File: config.mk
export PLATFORM = sky130hd
export DESIGN_NAME = owsa_search_accel
export DESIGN_NICKNAME = d
export VERILOG_FILES = /design/src/rtl/owsa_pkg.sv /design/src/rtl/owsa_pair.sv /design/src/rtl/owsa_seq.sv /design/src/rtl/owsa_regs.sv /design/src/rtl/owsa_search_accel.sv
export SDC_FILE = /design/constraint.sdc
export NUM_CORES = 1
export LEC_CHECK = 0
export CAP_MARGIN = 30
export CORE_AREA = 2 2 85 87
export CTS_CLUSTER_SIZE = 28
export DETAILED_ROUTE_END_ITERATION = 8
export DIE_AREA = 0 0 87 89
export MAX_ROUTING_LAYER = met4
export PLACE_DENSITY_LB_ADDON = 0.25
export SYNTH_ARGS = -nofsm -noshare
export SYNTH_HDL_FRONTEND = slang
export SYNTH_SLANG_ARGS = --single-unit
export TNS_END_PERCENT = 30
File: constraint.sdc
create_clock -name clk -period 2.3 [get_ports clk]
set_input_delay 0.23 -clock clk [delete_from_list [all_inputs] [get_ports clk]]
set_output_delay 0.23 -clock clk [all_outputs]
set_load 0.02 [all_outputs]
File: src/rtl/owsa_pkg.sv
package owsa_pkg;

  typedef enum logic [1:0] {ST_IDLE, ST_SLOT, ST_GAP} seq_st_e;
  typedef enum logic [1:0] {PH_TRUE, PH_COMP, PH_DRIVE} phase_e;

  // pair result {rom_bit, flag} for one ROM position
  function automatic logic [1:0] resolve_pair(input logic t_bit, input logic c_bit,
                                              input logic dir_bit);
    logic [1:0] r;
    if (t_bit != c_bit)  r = {t_bit, 1'b0};
    else if (!t_bit)     r = {dir_bit, 1'b1};
    else                 r = 2'b11;
    return r;
  endfunction

  function automatic logic pair_void(input logic t_bit, input logic c_bit);
    return t_bit & c_bit;
  endfunction

endpackage

File: src/rtl/owsa_pair.sv
module owsa_pair
  import owsa_pkg::*;
(
  input  logic       t_bit,
  input  logic       c_bit,
  input  logic       dir_bit,
  output logic [1:0] pair_bits,
  output logic       no_answer
);
  always_comb begin
    pair_bits = resolve_pair(t_bit, c_bit, dir_bit);
    no_answer = pair_void(t_bit, c_bit);
  end
endmodule

File: src/rtl/owsa_seq.sv
module owsa_seq
  import owsa_pkg::*;
#(
  parameter int BYTE_W = 8
) (
  input  logic              clk,
  input  logic              rst_n,
  input  logic              start,
  input  logic              accel,
  input  logic [BYTE_W-1:0] tx_byte,
  output logic              slot_req,
  output logic              slot_wbit,
  input  logic              slot_done,
  input  logic              slot_rbit,
  output logic              busy,
  output logic              byte_done,
  output logic [BYTE_W-1:0] rx_byte
);
  localparam int PAIRS    = BYTE_W / 2;
  localparam int POS_W    = $clog2(BYTE_W);
  localparam int SLOT_MAX = 3 * PAIRS;
  localparam int CNT_W    = $clog2(SLOT_MAX + BYTE_W + 1);

  seq_st_e           st_q;
  phase_e            ph_q;
  logic              acc_q;
  logic [BYTE_W-1:0] tx_q;
  logic [BYTE_W-1:0] rx_q;
  logic [POS_W-1:0]  pos_q;
  logic              t_q;
  logic              drv_q;
  logic              done_q;

  // named internal events
  logic       slot_fire;
  logic       dir_bit;
  logic [1:0] pair_bits;
  logic       no_answer;
  logic       last_norm;
  logic       last_acc;

  function automatic logic [BYTE_W-1:0] upper_mask(input logic [POS_W-1:0] p);
    logic [BYTE_W-1:0] m;
    for (int i = 0; i < BYTE_W; i++) m[i] = (i >= 2 * int'(p));
    return m;
  endfunction

  assign slot_fire = (st_q == ST_SLOT) && slot_done;
  assign dir_bit   = tx_q[{pos_q[POS_W-2:0], 1'b1}];
  assign last_norm = (pos_q == POS_W'(BYTE_W - 1));
  assign last_acc  = (pos_q == POS_W'(PAIRS - 1));

  owsa_pair u_pair (
    .t_bit     (t_q),
    .c_bit     (slot_rbit),
    .dir_bit   (dir_bit),
    .pair_bits (pair_bits),
    .no_answer (no_answer)
  );

  assign slot_req  = (st_q == ST_SLOT);
  assign slot_wbit = !acc_q ? tx_q[pos_q] : ((ph_q == PH_DRIVE) ? drv_q : 1'b1);
  assign busy      = (st_q != ST_IDLE);
  assign byte_done = done_q;
  assign rx_byte   = rx_q;

  always_ff @(posedge clk or negedge rst_n) begin
    if (!rst_n) begin
      st_q   <= ST_IDLE;
      ph_q   <= PH_TRUE;
      acc_q  <= 1'b0;
      tx_q   <= '0;
      rx_q   <= '0;
      pos_q  <= '0;
      t_q    <= 1'b0;
      drv_q  <= 1'b0;
      done_q <= 1'b0;
    end else begin
      done_q <= 1'b0;
      case (st_q)
        ST_IDLE: begin
          if (start) begin
            acc_q <= accel;
            tx_q  <= tx_byte;
            rx_q  <= '0;
            pos_q <= '0;
            ph_q  <= PH_TRUE;
            st_q  <= ST_SLOT;
          end
        end
        ST_SLOT: begin
          if (slot_done) begin
            if (!acc_q) begin
              rx_q[pos_q] <= slot_rbit;
              if (last_norm) begin
                st_q   <= ST_IDLE;
                done_q <= 1'b1;
              end else begin
                pos_q <= pos_q + 1'b1;
                st_q  <= ST_GAP;
              end
            end else begin
              case (ph_q)
                PH_TRUE: begin
                  t_q  <= slot_rbit;
                  ph_q <= PH_COMP;
                  st_q <= ST_GAP;
                end
                PH_COMP: begin
                  if (no_answer) begin
                    rx_q   <= rx_q | upper_mask(pos_q);
                    ph_q   <= PH_TRUE;
                    st_q   <= ST_IDLE;
                    done_q <= 1'b1;
                  end else begin
                    rx_q[{pos_q[POS_W-2:0], 1'b0} +: 2] <= pair_bits;
                    drv_q <= pair_bits[1];
                    ph_q  <= PH_DRIVE;
                    st_q  <= ST_GAP;
                  end
                end
                default: begin
                  ph_q <= PH_TRUE;
                  if (last_acc) begin
                    st_q   <= ST_IDLE;
                    done_q <= 1'b1;
                  end else begin
                    pos_q <= pos_q + 1'b1;
                    st_q  <= ST_GAP;
                  end
                end
              endcase
            end
          end
        end
        default: st_q <= ST_SLOT;
      endcase
    end
  end

  // slot budget tracked for the checks below
  logic [CNT_W-1:0] n_slots;
  always_ff @(posedge clk or negedge rst_n) begin
    if (!rst_n)                      n_slots <= '0;
    else if (start && !busy)         n_slots <= '0;
    else if (slot_fire)              n_slots <= n_slots + 1'b1;
  end

  // request drops after every completion
  p_req_drop_r10: assert property (@(posedge clk) disable iff (!rst_n)
    slot_fire |=> !slot_req);

  // request and drive bit hold until completion
  p_wbit_hold_r10: assert property (@(posedge clk) disable iff (!rst_n)
    (slot_req && !slot_done) |=> (slot_req && $stable(slot_wbit)));

  // an accelerator byte never exceeds three slots per position
  p_acc_budget_r1: assert property (@(posedge clk) disable iff (!rst_n)
    (byte_done && acc_q) |-> (n_slots <= CNT_W'(SLOT_MAX)));

  // an ordinary byte is exactly one slot per bit
  p_norm_count_r5: assert property (@(posedge clk) disable iff (!rst_n)
    (byte_done && !acc_q) |-> (n_slots == CNT_W'(BYTE_W)));

  // completion always returns the sequencer to idle
  p_done_idle_r9: assert property (@(posedge clk) disable iff (!rst_n)
    byte_done |-> !busy);

endmodule

File: src/rtl/owsa_regs.sv
module owsa_regs #(
  parameter int          ADDR_W   = 4,
  parameter int          BYTE_W   = 8,
  parameter logic [3:0]  OFS_CMD  = 4'h4,
  parameter logic [3:0]  OFS_DATA = 4'h8,
  parameter logic [3:0]  OFS_STAT = 4'hA,
  parameter logic [3:0]  OFS_IEN  = 4'hC,
  parameter int          DONE_BIT = 4,
  parameter int          ACC_BIT  = 1
) (
  input  logic              clk,
  input  logic              rst_n,
  input  logic              reg_wr,
  input  logic              reg_rd,
  input  logic [ADDR_W-1:0] reg_addr,
  input  logic [BYTE_W-1:0] reg_wdata,
  output logic [BYTE_W-1:0] reg_rdata,
  input  logic              busy,
  input  logic              byte_done,
  input  logic [BYTE_W-1:0] rx_byte,
  output logic              start,
  output logic              accel,
  output logic [BYTE_W-1:0] tx_byte,
  output logic              irq
);
  logic              acc_q;
  logic              ien_q;
  logic              stat_q;
  logic [BYTE_W-1:0] rxh_q;

  logic sel_cmd, sel_data, sel_stat, sel_ien;
  logic data_rd;

  assign sel_cmd  = (reg_addr == ADDR_W'(OFS_CMD));
  assign sel_data = (reg_addr == ADDR_W'(OFS_DATA));
  assign sel_stat = (reg_addr == ADDR_W'(OFS_STAT));
  assign sel_ien  = (reg_addr == ADDR_W'(OFS_IEN));
  assign data_rd  = reg_rd && sel_data;

  assign start   = reg_wr && sel_data && !busy;
  assign accel   = acc_q;
  assign tx_byte = reg_wdata;
  assign irq     = stat_q & ien_q;

  always_ff @(posedge clk or negedge rst_n) begin
    if (!rst_n) begin
      acc_q  <= 1'b0;
      ien_q  <= 1'b0;
      stat_q <= 1'b0;
      rxh_q  <= '0;
    end else begin
      if (reg_wr && sel_cmd) acc_q <= reg_wdata[ACC_BIT];
      if (reg_wr && sel_ien) ien_q <= reg_wdata[DONE_BIT];
      if (byte_done) begin
        stat_q <= 1'b1;
        rxh_q  <= rx_byte;
      end else if (data_rd) begin
        stat_q <= 1'b0;
      end
    end
  end

  always_comb begin
    reg_rdata = '0;
    if (sel_cmd)  reg_rdata[ACC_BIT]  = acc_q;
    if (sel_data) reg_rdata           = rxh_q;
    if (sel_stat) reg_rdata[DONE_BIT] = stat_q;
    if (sel_ien)  reg_rdata[DONE_BIT] = ien_q;
  end

  // completion sets the status bit
  p_stat_set_r7: assert property (@(posedge clk) disable iff (!rst_n)
    byte_done |=> stat_q);

  // a data read with no completion clears the status bit
  p_stat_clear_r8: assert property (@(posedge clk) disable iff (!rst_n)
    (data_rd && !byte_done) |=> !stat_q);

  // reading the status register leaves the bit in place
  p_stat_keep_r8: assert property (@(posedge clk) disable iff (!rst_n)
    (reg_rd && sel_stat && stat_q) |=> stat_q);

endmodule

File: src/rtl/owsa_search_accel.sv
module owsa_search_accel #(
  parameter int ADDR_W = 4,
  parameter int BYTE_W = 8
) (
  input  logic              clk,
  input  logic              rst_n,
  input  logic              reg_wr,
  input  logic              reg_rd,
  input  logic [ADDR_W-1:0] reg_addr,
  input  logic [BYTE_W-1:0] reg_wdata,
  output logic [BYTE_W-1:0] reg_rdata,
  output logic              irq,
  output logic              slot_req,
  output logic              slot_wbit,
  input  logic              slot_done,
  input  logic              slot_rbit
);
  logic              start;
  logic              accel;
  logic [BYTE_W-1:0] tx_byte;
  logic              busy;
  logic              byte_done;
  logic [BYTE_W-1:0] rx_byte;

  owsa_regs #(.ADDR_W(ADDR_W), .BYTE_W(BYTE_W)) u_regs (
    .clk       (clk),
    .rst_n     (rst_n),
    .reg_wr    (reg_wr),
    .reg_rd    (reg_rd),
    .reg_addr  (reg_addr),
    .reg_wdata (reg_wdata),
    .reg_rdata (reg_rdata),
    .busy      (busy),
    .byte_done (byte_done),
    .rx_byte   (rx_byte),
    .start     (start),
    .accel     (accel),
    .tx_byte   (tx_byte),
    .irq       (irq)
  );

  owsa_seq #(.BYTE_W(BYTE_W)) u_seq (
    .clk       (clk),
    .rst_n     (rst_n),
    .start     (start),
    .accel     (accel),
    .tx_byte   (tx_byte),
    .slot_req  (slot_req),
    .slot_wbit (slot_wbit),
    .slot_done (slot_done),
    .slot_rbit (slot_rbit),
    .busy      (busy),
    .byte_done (byte_done),
    .rx_byte   (rx_byte)
  );

  // nothing is requested or signalled straight out of reset
  p_reset_quiet_r11: assert property (@(posedge clk)
    $rose(rst_n) |-> (!slot_req && !irq));

endmodule

; ---- After elaboration in Yosys (flattened, before gate mapping)
; Index checks and enable logic that the tools add are counted.
[totals]
regBits = 38
inputBits = 18
[op_classes]
n_addsub = 2
order_cmp = 11
n_eq_ne = 17
shift = 2
muxes = 51
n_bitwise = 4
reduce_logical = 20
[ops]
columns = cell, n
row1 = $mux W8, 6
row2 = $mux W2, 11
row3 = $mux W3, 6
row4 = $bwmux W8, 2
row5 = $ge A3 B4 Y1 const A, 4
row6 = $mux W1, 16
row7 = $pmux W2 S2, 4
row8 = $pmux W8 S2, 1
row9 = $eq A4 B4 Y1 const B, 3
row10 = $reduce_and A4 Y1, 3
row11 = $ne A3 B3 Y1 const B, 3
row12 = $ge A1 B4 Y1 const A, 2
row13 = $ge A2 B4 Y1 const A, 2
row14 = $lt A3 B4 Y1 const B, 2
row15 = $or A8 B8 Y8, 1
row16 = $shift A2 B5 Y8 const A, 1
row17 = $shiftx A2 B5 Y8, 1
row18 = $logic_and A1 B1 Y1, 6
row19 = $pmux W3 S2, 1
row20 = $reduce_and A6 Y1, 1
row21 = $reduce_bool A2 Y1, 3
row22 = $neg A3 Y5, 1
row23 = $reduce_and A5 Y1, 1
row24 = $eq A2 B1 Y1 const B, 2
row25 = 20 further kinds, 24

; ---- Logic depth before layout (Yosys ltp)
; Gate-level depths: netlist of the first run.
[depth]
ltp_word = 11
mapped_depth = 8
ltp_nobuf = 7

; ---- Cells and area by module
; A second synthesis of the first run with hierarchy kept.
[hier_totals]
hier_cells = 249
hier_area_um2 = 2369.8
[modules_own_cells]
columns = mod, instances, cells_per_inst, area_each_um2, seq_area_each_um2
row1 = owsa_seq, 1, 194, 1724.2, 675.6
row2 = owsa_regs, 1, 52, 621.8, 275.3
row3 = owsa_pair, 1, 3, 23.8, 0.0

; ---- Least setup slack after synthesis of the first run
; No wires, ideal clock.
[synth_path]
path_type = reg-to-reg
start = reg u_seq.pos_q[1]
end = reg u_seq.rx_q[6], in the netlist u_seq.rx_byte[6]
setup_ns = 0.082
t_arrival_ns = 1.878
t_required_ns = 2.218
slack_ns = 0.340
stages_incl_launch_ff = 8
path_buffers = 1
period_less_slack_ns = 1.960
cell_sequence = dfrtp_1 clkbuf_1 inv_1 ha_1 or4b_1 nor2_1 o21ai_0 a31oi_1
[synth_via]
elab_chain_len = 11
word_cells_on_any_way = 21
classes_between = add/sub: 1 / order compare: 3 / shift: 2 / mux: 13 / bitwise: 1 / reduce/logical: 1
[synth_rtl]
columns = element, line_no
row1 = start: declaration, owsa_seq.sv:29  ; logic [POS_W-1:0] pos_q;
row2 = start signal: assignment, owsa_seq.sv:99  ; pos_q <= pos_q + 1'b1;
row3 = start signal: assignment, owsa_seq.sv:128  ; pos_q <= pos_q + 1'b1;
row4 = $bmux W1 S2, owsa_seq.sv:49  ; assign dir_bit = tx_q[{pos_q[POS_W-2:0], 1'b1}];
row5 = $mux W1 (implied by the code), owsa_seq.sv:49
row6 = $mux W2, owsa_pkg.sv:11  ; else if (!t_bit) r = {dir_bit, 1'b1};
row7 = $mux W2, owsa_pkg.sv:10  ; if (t_bit != c_bit) r = {t_bit, 1'b0};
row8 = $shiftx A2 B5 Y8, owsa_seq.sv:116  ; rx_q[{pos_q[POS_W-2:0], 1'b0} +: 2] <= pair_bits;
row9 = $bwmux W8, owsa_seq.sv:116
row10 = $mux W8, owsa_seq.sv:110  ; if (no_answer) begin
row11 = $mux W8, owsa_seq.sv:103  ; case (ph_q)
row12 = $mux W8 (*), owsa_seq.sv:93  ; if (!acc_q) begin
row13 = $mux W8 (*), owsa_seq.sv:92  ; if (slot_done) begin
row14 = $pmux W8 S2 (*), owsa_seq.sv:80  ; case (st_q)
row15 = end signal: indexed assignment, owsa_seq.sv:94  ; rx_q[pos_q] <= slot_rbit;
row16 = end signal: assignment, owsa_seq.sv:111  ; rx_q <= rx_q | upper_mask(pos_q);
row17 = end signal: indexed assignment, owsa_seq.sv:116
row18 = end: declaration, owsa_seq.sv:28  ; logic [BYTE_W-1:0] rx_q;
; Mark *: on every way between the ends. The rest lies on a longest branch, timed or not. The select of a mux whose other input is x is not followed.
; A chain may end at the register's enable or synchronous reset.

; ---- Worst setup path after layout of the first run
[layout_path]
start = in reg_addr[3]
end = out reg_rdata[2]
[layout_via]
elab_chain_len = 2
[layout_rtl]
columns = element, line_no
row1 = start: declaration, owsa_search_accel.sv:9  ; input logic [ADDR_W-1:0] reg_addr,
row2 = $eq A4 B4 Y1, owsa_regs.sv:35  ; assign sel_data = (reg_addr == ADDR_W'(OFS_DATA));
row3 = $mux W8, owsa_regs.sv:66  ; if (sel_data) reg_rdata = rxh_q;
row4 = end: declaration, owsa_search_accel.sv:11  ; output logic [BYTE_W-1:0] reg_rdata,
; Every way passes these cells.

==> results of run 1 <==
==> per-stage QoR <==
step | util (%) | area, um^2 | hold WS, ns | std cells | power, mW
after global routing | 43.4 | 2910 | 0.108 | 367 | 3.57
after floorplan | - | 2350 | -0.0656 | 245 | 2.22
after global placement | 41.7 | 2800 | 0.398 | 359 | 2.74
after CTS | 43.3 | 2910 | 0.0882 | 367 | 3.33
after detailed placement | 41.7 | 2800 | 0.407 | 359 | 2.76
final | 43.4 | 2910 | 0.0473 | 367 | 3.30
==> flip-flops by register name (all words and copies together) (netlist names) <==
signal,flops
u_seq.ph_q,2
u_regs.accel,1
u_regs.stat_q,1
u_seq.t_q,1
u_regs.ien_q,1
u_seq.acc_q,1
u_seq.rx_byte,8
u_seq.byte_done,1
u_seq.drv_q,1
u_seq.st_q,2
u_seq.tx_q,8
u_regs.rxh_q,8
u_seq.pos_q,3
==> metal layers <==
layer  vias up  global-route usage (%)  routed length, um
li1        972                       -                  -
met1       912                    19.9               2600
met2        49                    25.5               2500
met3         6                    3.14                259
met4         0                    5.11                 48
met5         -                       -                  0
==> synthesized netlist by cell type, types with 2 or more instances <==
| cell type | n |
|---|---|
| mux2i_1 | 4 |
| clkbuf_1 | 7 |
| a21o_1 | 2 |
| and2_1 | 10 |
| o31ai_1 | 3 |
| nand2_1 | 22 |
| inv_1 | 6 |
| a211oi_1 | 2 |
| a22oi_1 | 2 |
| nor3_1 | 5 |
| nor2b_1 | 4 |
| a22o_1 | 2 |
| nor3b_1 | 4 |
| buf_2 | 3 |
| ha_1 | 9 |
| dfrtp_1 | 38 |
| nand2b_1 | 3 |
| or2_2 | 4 |
| a31oi_1 | 10 |
| o21ai_0 | 14 |
| mux2_2 | 23 |
| a21oi_1 | 16 |
| nor2_1 | 15 |
| nand3_1 | 9 |
==> worst max-delay path: cells and delay by family <==
family / cells / cell delay, ns
and+or+nand+nor: 3 / 0.47
buffers and inverters: 3 / 1.24
==> power groups by stage <==
| stage | Sequential [mW] | Clock (mW) | Combinational (mW) |
|---|---|---|---|
| 6_report | 1.20 | 0.557 | 1.54 |
| 4_1_cts | 1.20 | 0.579 | 1.55 |
| 5_1_grt | 1.26 | 0.604 | 1.71 |
| 2_1_floorplan | 1.08 | 0 | 1.14 |
| 3_5_place_dp | 1.22 | 0 | 1.54 |
| 3_3_place_gp | 1.21 | 0 | 1.53 |
==> final cells by class <==
cell class	count	area [um^2]	area share, %
clock inverters	1	30.0	1.03
flip-flops and latches	38	953	32.7
multi-input cells	187	1310	45.0
repair buffers	46	413	14.2
inverters	8	30.0	1.03
clock buffers	7	76.3	2.62
well taps	80	100	3.44
==> path summary, 6_finish.rpt <==
kind	end	slack, ns	depth (start not counted)
min in group clk	u_regs.rxh_q[3]$_DFFE_PN0P_	0.50	1
worst min register to register	u_regs.rxh_q[3]$_DFFE_PN0P_	0.50	1
worst min-delay path	u_seq.rx_byte[7]$_DFFE_PN0P_	0.05	1
worst max register to register	u_seq.rx_byte[6]$_DFFE_PN0P_	0.31	6
worst max-delay path	reg_rdata[2]	0.13	6
max in group asynchronous	u_seq.pos_q[2]$_DFFE_PN0P_	1.66	1
==> logic make-up (layout without fill, tap and decap cells) <==
logic type                 after synthesis  after routing  share of synthesized area, %
buffers and inverters                   20             62                          3.68
muxes                                   29             29                          13.9
AOI/OAI and AO/OA                       64             64                          17.8
adders and majority gates                9              9                          4.80
DFF                                     38             38                          40.5
and+or+nand+nor                         85             85                          19.4
==> layout by cell type (no fill, tap or decap), types with 2 or more instances in the layout <==
master           count
nand2b_1             3
or2_2                4
a211oi_1             2
mux2_2              23
clkdlybuf4s50_1     26
nor3_1               5
nor2b_1              4
o31ai_1              3
a31oi_1             10
clkbuf_1             2
inv_1                6
a22o_1               2
clkbuf_8             5
a22oi_1              2
dfrtp_2              2
ha_1                 9
buf_4               18
nor3b_1              4
nor2_1              15
dfrtp_1             36
nand2_1             22
mux2i_1              4
a21o_1               2
nand3_1              9
o21ai_0             14
a21oi_1             16
and2_1              10
==> summary.md, run 1 <==
| Metric | Value |
|---|---|
| Status | `finished, final reports clean` |
| Area grow syn2layout | `24.1%` |
| Synth Area per Inst | `9.58 um^2` |
| Leading area contributor after synthesis | `dfrtp_1` |
| YS warnings | `0` |
| CP Cell Sequence | `clkdlybuf4s50_1 > nor2b_1 > nor3b_1 > buf_4 > and2_1 > clkdlybuf4s50_1` |
| Slew Viols, Final | `0` |
| Number of synthesized flops with an enable pin | `0` |
| Post-Syn Area | `0.00235 mm^2` |
| Ys async rst share | `100%` |
| Post-CTS setup buffers | `0` |
| Clock Tree Buf Depth | `2` |
| Worst relative slew slack | `42.8%` |
| Worst-path maximum fanout | `7` |
| ANT cells | `0` |
| Crit path from | `reg_addr[3]` |
| Clk sink count | `38` |
| Max VDD drop | `0.567 mV` |
| Crit-path max cell delay | `0.59 ns` |
| CTS buffer count | `5` |
| Die H | `89 um` |
| Number of vias per cell | `5.28` |
| CP Launch Type | `input port` |
| Slowest cell on the critical path | `clkdlybuf4s50_1` |
| Fillers | `666` |
| Die W | `87 um` |
| Worst Skew | `0.0113 ns` |
| IO Port Bufs | `28` |
| Top Ports | `29` |
| Pint | `2.00 mW` |
| Max cap viols | `0` |
| P_sw | `1.30 mW` |
| Sequential share of the synthesized area | `40.5%` |
| Yosys cell types | `52` |
| Seq pwr share | `36.5%` |
| Endpoints failing setup | `0` |
| Avg WL per Cell | `14.7 um` |
| Vias in the first global route | `1963` |
| Final hold violation count | `0` |
| Core area | `0.00672 mm^2` |
| Worst-Skew Late Latency | `0.29 ns` |
| Gr ovfl total | `0` |
| Crit path kind | `input port to output pin` |
| DRC Markers | `0` |
| Fmax | `0.461 GHz` |
| Initial antenna violation count | `0` |
| RSZ-0062 raised after global routing | `false` |
| Top cell type's share of synthesized area | `40.5%` |
| Clock share of power | `16.9%` |
| PostCTS Resize Cnt | `0` |
| Overall routing resource usage | `15.8%` |
| CP required | `2.07 ns` |
| Yosys reg bits | `38` |
| Setup TNS | `0 ns` |
| Hpwl dp | `4.07 mm` |
| Initial DRC Count | `101` |
| Final worst slack | `0.133 ns` |
| Switching part of the total | `39.5%` |
| H-Tree Depth | `2` |
| Crit. End Element | `output pin` |
| Leakage power | `1.27 nW` |
| Vias | `1939` |
| Slew @ Worst Pin | `0.857 ns` |
| Top post-synthesis cells by area | `dfrtp_1 41%, mux2_2 11%, ha_1 4.8%, nand2_1 3.5%, a21oi_1 3.4%` |
| Initial cell density of the core | `34.9%` |
| First-pass GRT wire length | `9.32 mm` |
| Final Cycle Share | `94.2%` |
| Hold buffers post-CTS | `0` |
| Share of cells above drive strength 1 | `21.3%` |
| Die ar. | `0.00774 mm^2` |
| RePlAce Congestion | `0.897` |
| Final ANT Viol Nets | `0` |
| Synth Net Count | `272` |
| Pwr Density | `1130 mW/mm^2` |
| Ys flop type | `dfrtp_1` |
| Rows | `30` |
| Type of the worst min-delay path | `input port to asynchronous set/reset pin` |
| Logic pwr share | `46.6%` |
| CTS tree | `done` |
| Reg2reg start | `u_seq.pos_q[1]$_DFFE_PN0P_` |
| Clock slew seen by the registers of the worst setup and hold paths | `0.08 ns` |
| Post-synthesis cell count | `245` |
| Worst EP arrival | `1.94 ns` |
| DRT Pass-1 Iters | `4` |
| Final net count | `313` |
| Dpl ws | `0.134 ns` |
| Final WL | `5.41 mm` |
| Pin count of the biggest net entering global routing | `39` |
| Crit path top cell by count | `clkdlybuf4s50_1` |
| CTS root buf | `clkbuf_8` |
| Fin crit period | `2.17 ns` |
Note: power is estimated with default switching activity, not from simulation.
==> run 2: changes to the inputs <==
--- a/config.mk
+++ b/config.mk
@@ -6,10 +6,10 @@
 export NUM_CORES = 1
 export LEC_CHECK = 0
 export CAP_MARGIN = 30
-export CORE_AREA = 2 2 85 87
+export CORE_AREA = 2 2 69 71
 export CTS_CLUSTER_SIZE = 28
 export DETAILED_ROUTE_END_ITERATION = 8
-export DIE_AREA = 0 0 87 89
+export DIE_AREA = 0 0 71 73
 export MAX_ROUTING_LAYER = met4
 export PLACE_DENSITY_LB_ADDON = 0.25
 export SYNTH_ARGS = -nofsm -noshare
==> run 2 against run 1 <==
Against the previous run: hold slack got worse by 0.024 ns; utilization grew 20 points; sequential power is essentially flat; maximum frequency fell by 1.1%; sequential share of layout area up 0.57 points; flip-flop and latch count stayed put; worst setup slack got worse by 0.025 ns; non-clock buffer count decreased by 4; via count rose by 2.0%; wire length shrank 0.80%; clock power up 3%; power down 0.85%; largest cell class unchanged; highest routed layer unchanged.
==> summary.md, run 2 (same netlist as run 1, synthesis figures left out) <==
| Metric | Value |
|---|---|
| Pwr Density | `1150 mW/mm^2` |
| Top Ports | `29` |
| Gr ovfl total | `0` |
| Fin crit period | `2.19 ns` |
| Grt peak-use layer | `met2` |
| Hpwl dp | `3.95 mm` |
| Seq pwr share | `36.2%` |
| First-pass GRT wire length | `9.15 mm` |
| Fmax | `0.456 GHz` |
| Vias | `1977` |
| Crit path kind | `input port to output pin` |
| Endpoints failing setup | `0` |
| Crit. End Element | `output pin` |
| CP Cell Sequence | `clkdlybuf4s50_1 > nor2b_1 > nor3b_1 > buf_4 > and2_1 > clkdlybuf4s50_1` |
| Crit-path max cell delay | `0.59 ns` |
| Hold buffers post-CTS | `0` |
| Met1 usage | `31.5%` |
| Max VDD drop | `0.624 mV` |
| Clock Tree Buf Depth | `2` |
| Initial antenna violation count | `0` |
| IO Port Bufs | `28` |
| Die ar. | `0.00518 mm^2` |
| Final hold violation count | `0` |
| Area grow syn2layout | `21.6%` |
| Logic pwr share | `46.3%` |
| CTS buffer count | `5` |
| Initial DRC Count | `165` |
| R2R setup slack | `0.28 ns` |
| CTS root buf | `clkbuf_8` |
| Worst r2r path cells | `6` |
| Worst-Skew Late Latency | `0.31 ns` |
| Final net count | `309` |
| Clock slew seen by the registers of the worst setup and hold paths | `0.07 ns` |
| Vias in the first global route | `1881` |
| Core area | `0.00454 mm^2` |
| Initial cell density of the core | `51.8%` |
| GRT met3 Usage | `4.83%` |
| H-Tree Depth | `2` |
| Met2 usage | `35.2%` |
| Area occupied by multi-input gates | `0.00131 mm^2` |
| Avg WL per Cell | `15.9 um` |
| Final Cycle Share | `95.3%` |
| Max cap viols | `0` |
| Most common cell after layout, fill and taps aside | `dfrtp_1` |
| Pin count of the biggest net entering global routing | `39` |
| RePlAce Congestion | `0.888` |
| Final ANT Viol Nets | `0` |
| Slew @ Worst Pin | `0.841 ns` |
| Worst reg2reg endpoint | `u_seq.rx_byte[6]$_DFFE_PN0P_` |
| Pint | `1.97 mW` |
| Worst EP arrival | `1.96 ns` |
| WP buf/inv | `3` |
| Rows | `25` |
| Fin cells | `337` |
| DRC Markers | `0` |
| Leakage power | `1.30 nW` |
| Share of cells above drive strength 1 | `19.4%` |
| Setup TNS | `0 ns` |
| Slowest cell on the critical path | `clkdlybuf4s50_1` |
| ANT cells | `0` |
| Worst-path maximum fanout | `7` |
| Top delay family on crit path | `buffers and inverters` |
| Placed Cells | `329` |
| Number of vias per cell | `5.87` |
| RSZ-0062 raised after global routing | `false` |
| P_sw | `1.31 mW` |
| Overall routing resource usage | `23.5%` |
| Reg2reg start | `u_seq.pos_q[0]$_DFFE_PN0P_` |
| CP required | `2.07 ns` |
| Die W | `71 um` |
| Switching part of the total | `39.9%` |
| Type of the worst min-delay path | `input port to asynchronous set/reset pin` |
| Commonest non-fill, non-tap cells in the layout | `38 x dfrtp_1, 23 x mux2_2, 23 x clkdlybuf4s50_1` |
| Status | `finished, final reports clean` |
| Register area | `951 um^2` |
| Fillers | `384` |
| Die H | `73 um` |
| CTS tree | `done` |
| Clock share of power | `17.5%` |
| DRT Pass-1 Iters | `4` |
| Final WL | `5.37 mm` |
| Worst Skew | `0.0106 ns` |
| Worst relative slew slack | `43.9%` |
| CP Launch Type | `input port` |
| Slew Viols, Final | `0` |
| Clk sink count | `38` |
| Crit path top cell by count | `clkdlybuf4s50_1` |
run 2: cell types whose count changed in the layout (fill, tap and decap cells not counted):
| cell | change |
|---|---|
| buf_4 | -4 |
| clkdlybuf4s50_1 | -3 |
| dfrtp_1 | +2 |
| dfrtp_2 | -2 |
| dlymetal6s2s_1 | +3 |
run 2: timing repair:
| item | 4_1_cts | 5_1_grt |
|---|---|---|
| resized for setup | 0 | 4 |
| setup endpoints to repair | 0 | 4 |
| buffers inserted | 0 | 0 |
run 2: area by class of cell:
class | count | share of cell area, %
Inverter | 8 | 1.05
Clock inverter | 1 | 1.05
Timing Repair Buffer | 42 | 13.7
Sequential cell | 38 | 33.3
Clock buffer | 7 | 2.67
Tap cell | 54 | 2.37
Multi-Input combinational cell | 187 | 45.9
run 2: through the flow:
stage	total power [mW]	instance area [um^2]	setup WS (ns)	util [%]	hold WS [ns]
floorplan	2.22	2350	0.340	-	-0.0656
global placement	2.66	2740	0.0934	60.4	0.375
detailed placement	2.70	2740	0.0842	60.4	0.381
CTS	3.28	2850	0.0157	62.7	0.0562
global route	3.52	2860	0.000866	63.0	0.110
finish	3.27	2860	0.108	63.0	0.0236
run 2: per-layer routing:
metal / up-vias / part of all wire, %
li1: 963 / -
met1: 950 / 46
met2: 55 / 47
met3: 9 / 5.1
met4: 0 / 1.8
met5: - / 0
run 2: worst max-delay path by stage:
stage	to	start	cells after the start
after global placement	reg_rdata[2]	reg_addr[3]	6
final	reg_rdata[7]	reg_addr[3]	6
after floorplan	u_seq.rx_byte[6]$_DFFE_PN0P_	u_seq.pos_q[1]$_DFFE_PN0P_	7
after detailed placement	reg_rdata[2]	reg_addr[3]	6
after global routing	reg_rdata[7]	reg_addr[3]	6
after CTS	slot_wbit	u_seq.pos_q[0]$_DFFE_PN0P_	6
run 2: power by group through the flow:
stage | registers (mW) | logic (mW) | clock network, mW
floorplan | 1.08 | 1.14 | 0
global placement | 1.18 | 1.48 | 0
detailed placement | 1.20 | 1.51 | 0
CTS | 1.18 | 1.51 | 0.581
global route | 1.23 | 1.68 | 0.609
finish | 1.18 | 1.52 | 0.571
==> run 3: changes to the inputs <==
--- a/config.mk
+++ b/config.mk
@@ -12,6 +12,7 @@
 export DIE_AREA = 0 0 71 73
 export MAX_ROUTING_LAYER = met4
 export PLACE_DENSITY_LB_ADDON = 0.25
+export RECOVER_POWER = 50
 export SYNTH_ARGS = -nofsm -noshare
 export SYNTH_HDL_FRONTEND = slang
 export SYNTH_SLANG_ARGS = --single-unit
==> run 3 against run 2 <==
Against the previous run: the flow now finishes with violations (capacitance limit, slew limit); power is essentially flat; worst setup slack is the same; critical path depth is the same; clock power is essentially flat; cell area is essentially flat; die area is the same; non-clock buffer count is the same; largest power group unchanged.
==> summary.md, run 3 (same netlist as run 1, synthesis figures left out) <==
| Metric | Value |
|---|---|
| Status | `finished with violations` |
| Violated checks | `capacitance limit, slew limit` |
| Most common cell after layout, fill and taps aside | `dfrtp_1` |
| Finished Core Util | `62.9%` |
| Fin crit period | `2.19 ns` |
| Initial cell density of the core | `51.8%` |
| Final ANT Viol Nets | `0` |
| Hold Slack | `0.489 ns` |
| Top Ports | `29` |
| First-pass GRT wire length | `9.15 mm` |
| Final Cycle Share | `95.3%` |
| Worst-path maximum fanout | `7` |
| Worst reg2reg endpoint | `u_seq.rx_byte[6]$_DFFE_PN0P_` |
| Die H | `73 um` |
| Hold buffers post-CTS | `0` |
| Clock Tree Buf Depth | `2` |
| Register area | `951 um^2` |
| Final hold violation count | `0` |
| Design Area, Final | `0.00285 mm^2` |
| Final net count | `309` |
| Area grow syn2layout | `21.6%` |
| PostCTS Resize Cnt | `0` |
| Commonest non-fill, non-tap cells in the layout | `38 x dfrtp_1, 23 x mux2_2, 23 x clkdlybuf4s50_1` |
| RePlAce Congestion | `0.888` |
| Slew Viols, Final | `39` |
| Area after DPL | `0.00274 mm^2` |
| Crit. End Element | `output pin` |
| Vias in the first global route | `1881` |
| Worst-Skew Late Latency | `0.31 ns` |
| Post-CTS setup buffers | `0` |
| Logic pwr share | `46.3%` |
| Leakage power | `1.30 nW` |
| Max VDD drop | `0.624 mV` |
| Pin count of the biggest net entering global routing | `39` |
| CTS tree | `done` |
| Final WL | `5.36 mm` |
| Clock share of power | `17.5%` |
| Switching part of the total | `39.9%` |
| Worst EP arrival | `1.96 ns` |
| Endpoints failing setup | `0` |
| Die ar. | `0.00518 mm^2` |
| Worst Skew | `0.0106 ns` |
| Rows | `25` |
| Number of vias per cell | `5.87` |
| Max cap viols | `1` |
| Seq pwr share | `36.2%` |
| Overall routing resource usage | `23.5%` |
| CTS buffer count | `5` |
| R2R setup slack | `0.28 ns` |
| RSZ-0062 raised after global routing | `false` |
| Initial antenna violation count | `0` |
| Fillers | `384` |
| Avg WL per Cell | `15.9 um` |
| Setup TNS | `0 ns` |
| CP required | `2.07 ns` |
| Hpwl dp | `3.95 mm` |
| P_sw | `1.31 mW` |
| Reg2reg start | `u_seq.pos_q[0]$_DFFE_PN0P_` |
| Clk sink count | `38` |
| Worst r2r path cells | `6` |
| Crit path kind | `input port to output pin` |
| Area occupied by multi-input gates | `0.00131 mm^2` |
| DRT Pass-1 Iters | `4` |
| DRC Markers | `0` |
| Core area | `0.00454 mm^2` |
| CTS root buf | `clkbuf_8` |
| CP Launch Type | `input port` |
| Clock slew seen by the registers of the worst setup and hold paths | `0.07 ns` |
| Worst relative slew slack | `-34.5%` |
| Die W | `71 um` |
| Slew @ Worst Pin | `2.02 ns` |
| Pwr Density | `1150 mW/mm^2` |
| Pint | `1.97 mW` |
| ANT cells | `0` |
| Type of the worst min-delay path | `input port to asynchronous set/reset pin` |
| Share of cells above drive strength 1 | `19.1%` |
| Gr ovfl total | `0` |
| Initial DRC Count | `165` |
| Fmax | `0.456 GHz` |
| H-Tree Depth | `2` |
| IO Port Bufs | `28` |
| Vias | `1977` |
==> run 3: power groups by stage <==
stage | Combinational [mW] | Clock (mW) | Sequential, mW
floorplan | 1.14 | 0 | 1.08
finish | 1.52 | 0.571 | 1.18
global placement | 1.48 | 0 | 1.18
global route | 1.68 | 0.609 | 1.23
CTS | 1.51 | 0.581 | 1.18
detailed placement | 1.51 | 0 | 1.20
==> run 3: worst max-delay path by stage <==
stage / slack (ns) / endpoint / cells after the start / from
floorplan: 0.34 / u_seq.rx_byte[6]$_DFFE_PN0P_ / 7 / u_seq.pos_q[1]$_DFFE_PN0P_
global placement: 0.09 / reg_rdata[2] / 6 / reg_addr[3]
detailed placement: 0.08 / reg_rdata[2] / 6 / reg_addr[3]
CTS: 0.02 / slot_wbit / 6 / u_seq.pos_q[0]$_DFFE_PN0P_
global route: 0.0009 / reg_rdata[7] / 6 / reg_addr[3]
finish: 0.11 / reg_rdata[7] / 6 / reg_addr[3]
==> run 3: critical path: stages <==
cell and delay, ns:
clkdlybuf4s50_1 0.50, nor2b_1 0.16, nor3b_1 0.19, buf_4 0.17, and2_1 0.12, clkdlybuf4s50_1 0.59
==> run 3: area by class of cell <==
type | count | area share (%)
clock buffers | 7 | 2.67
clock inverters | 1 | 1.05
inverters | 8 | 1.05
multi-input cells | 187 | 45.9
flip-flops and latches | 38 | 33.3
well taps | 54 | 2.37
repair buffers | 42 | 13.6
==> run 3: per-stage QoR <==
step | worst slack [ns] | power (mW) | cells
finish | 0.108 | 3.27 | 337
global route | 0.000866 | 3.52 | 337
CTS | 0.0157 | 3.28 | 337
detailed placement | 0.0842 | 2.70 | 329
global placement | 0.0934 | 2.66 | 329
floorplan | 0.340 | 2.22 | 245
==> run 3: per-layer routing <==
layer | global-route usage [%] | up-vias | wire length (um)
met5 | - | - | 0
met4 | 9.22 | 0 | 96
met3 | 4.83 | 9 | 270
met2 | 35.2 | 55 | 2520
met1 | 31.5 | 950 | 2480
li1 | - | 963 | -
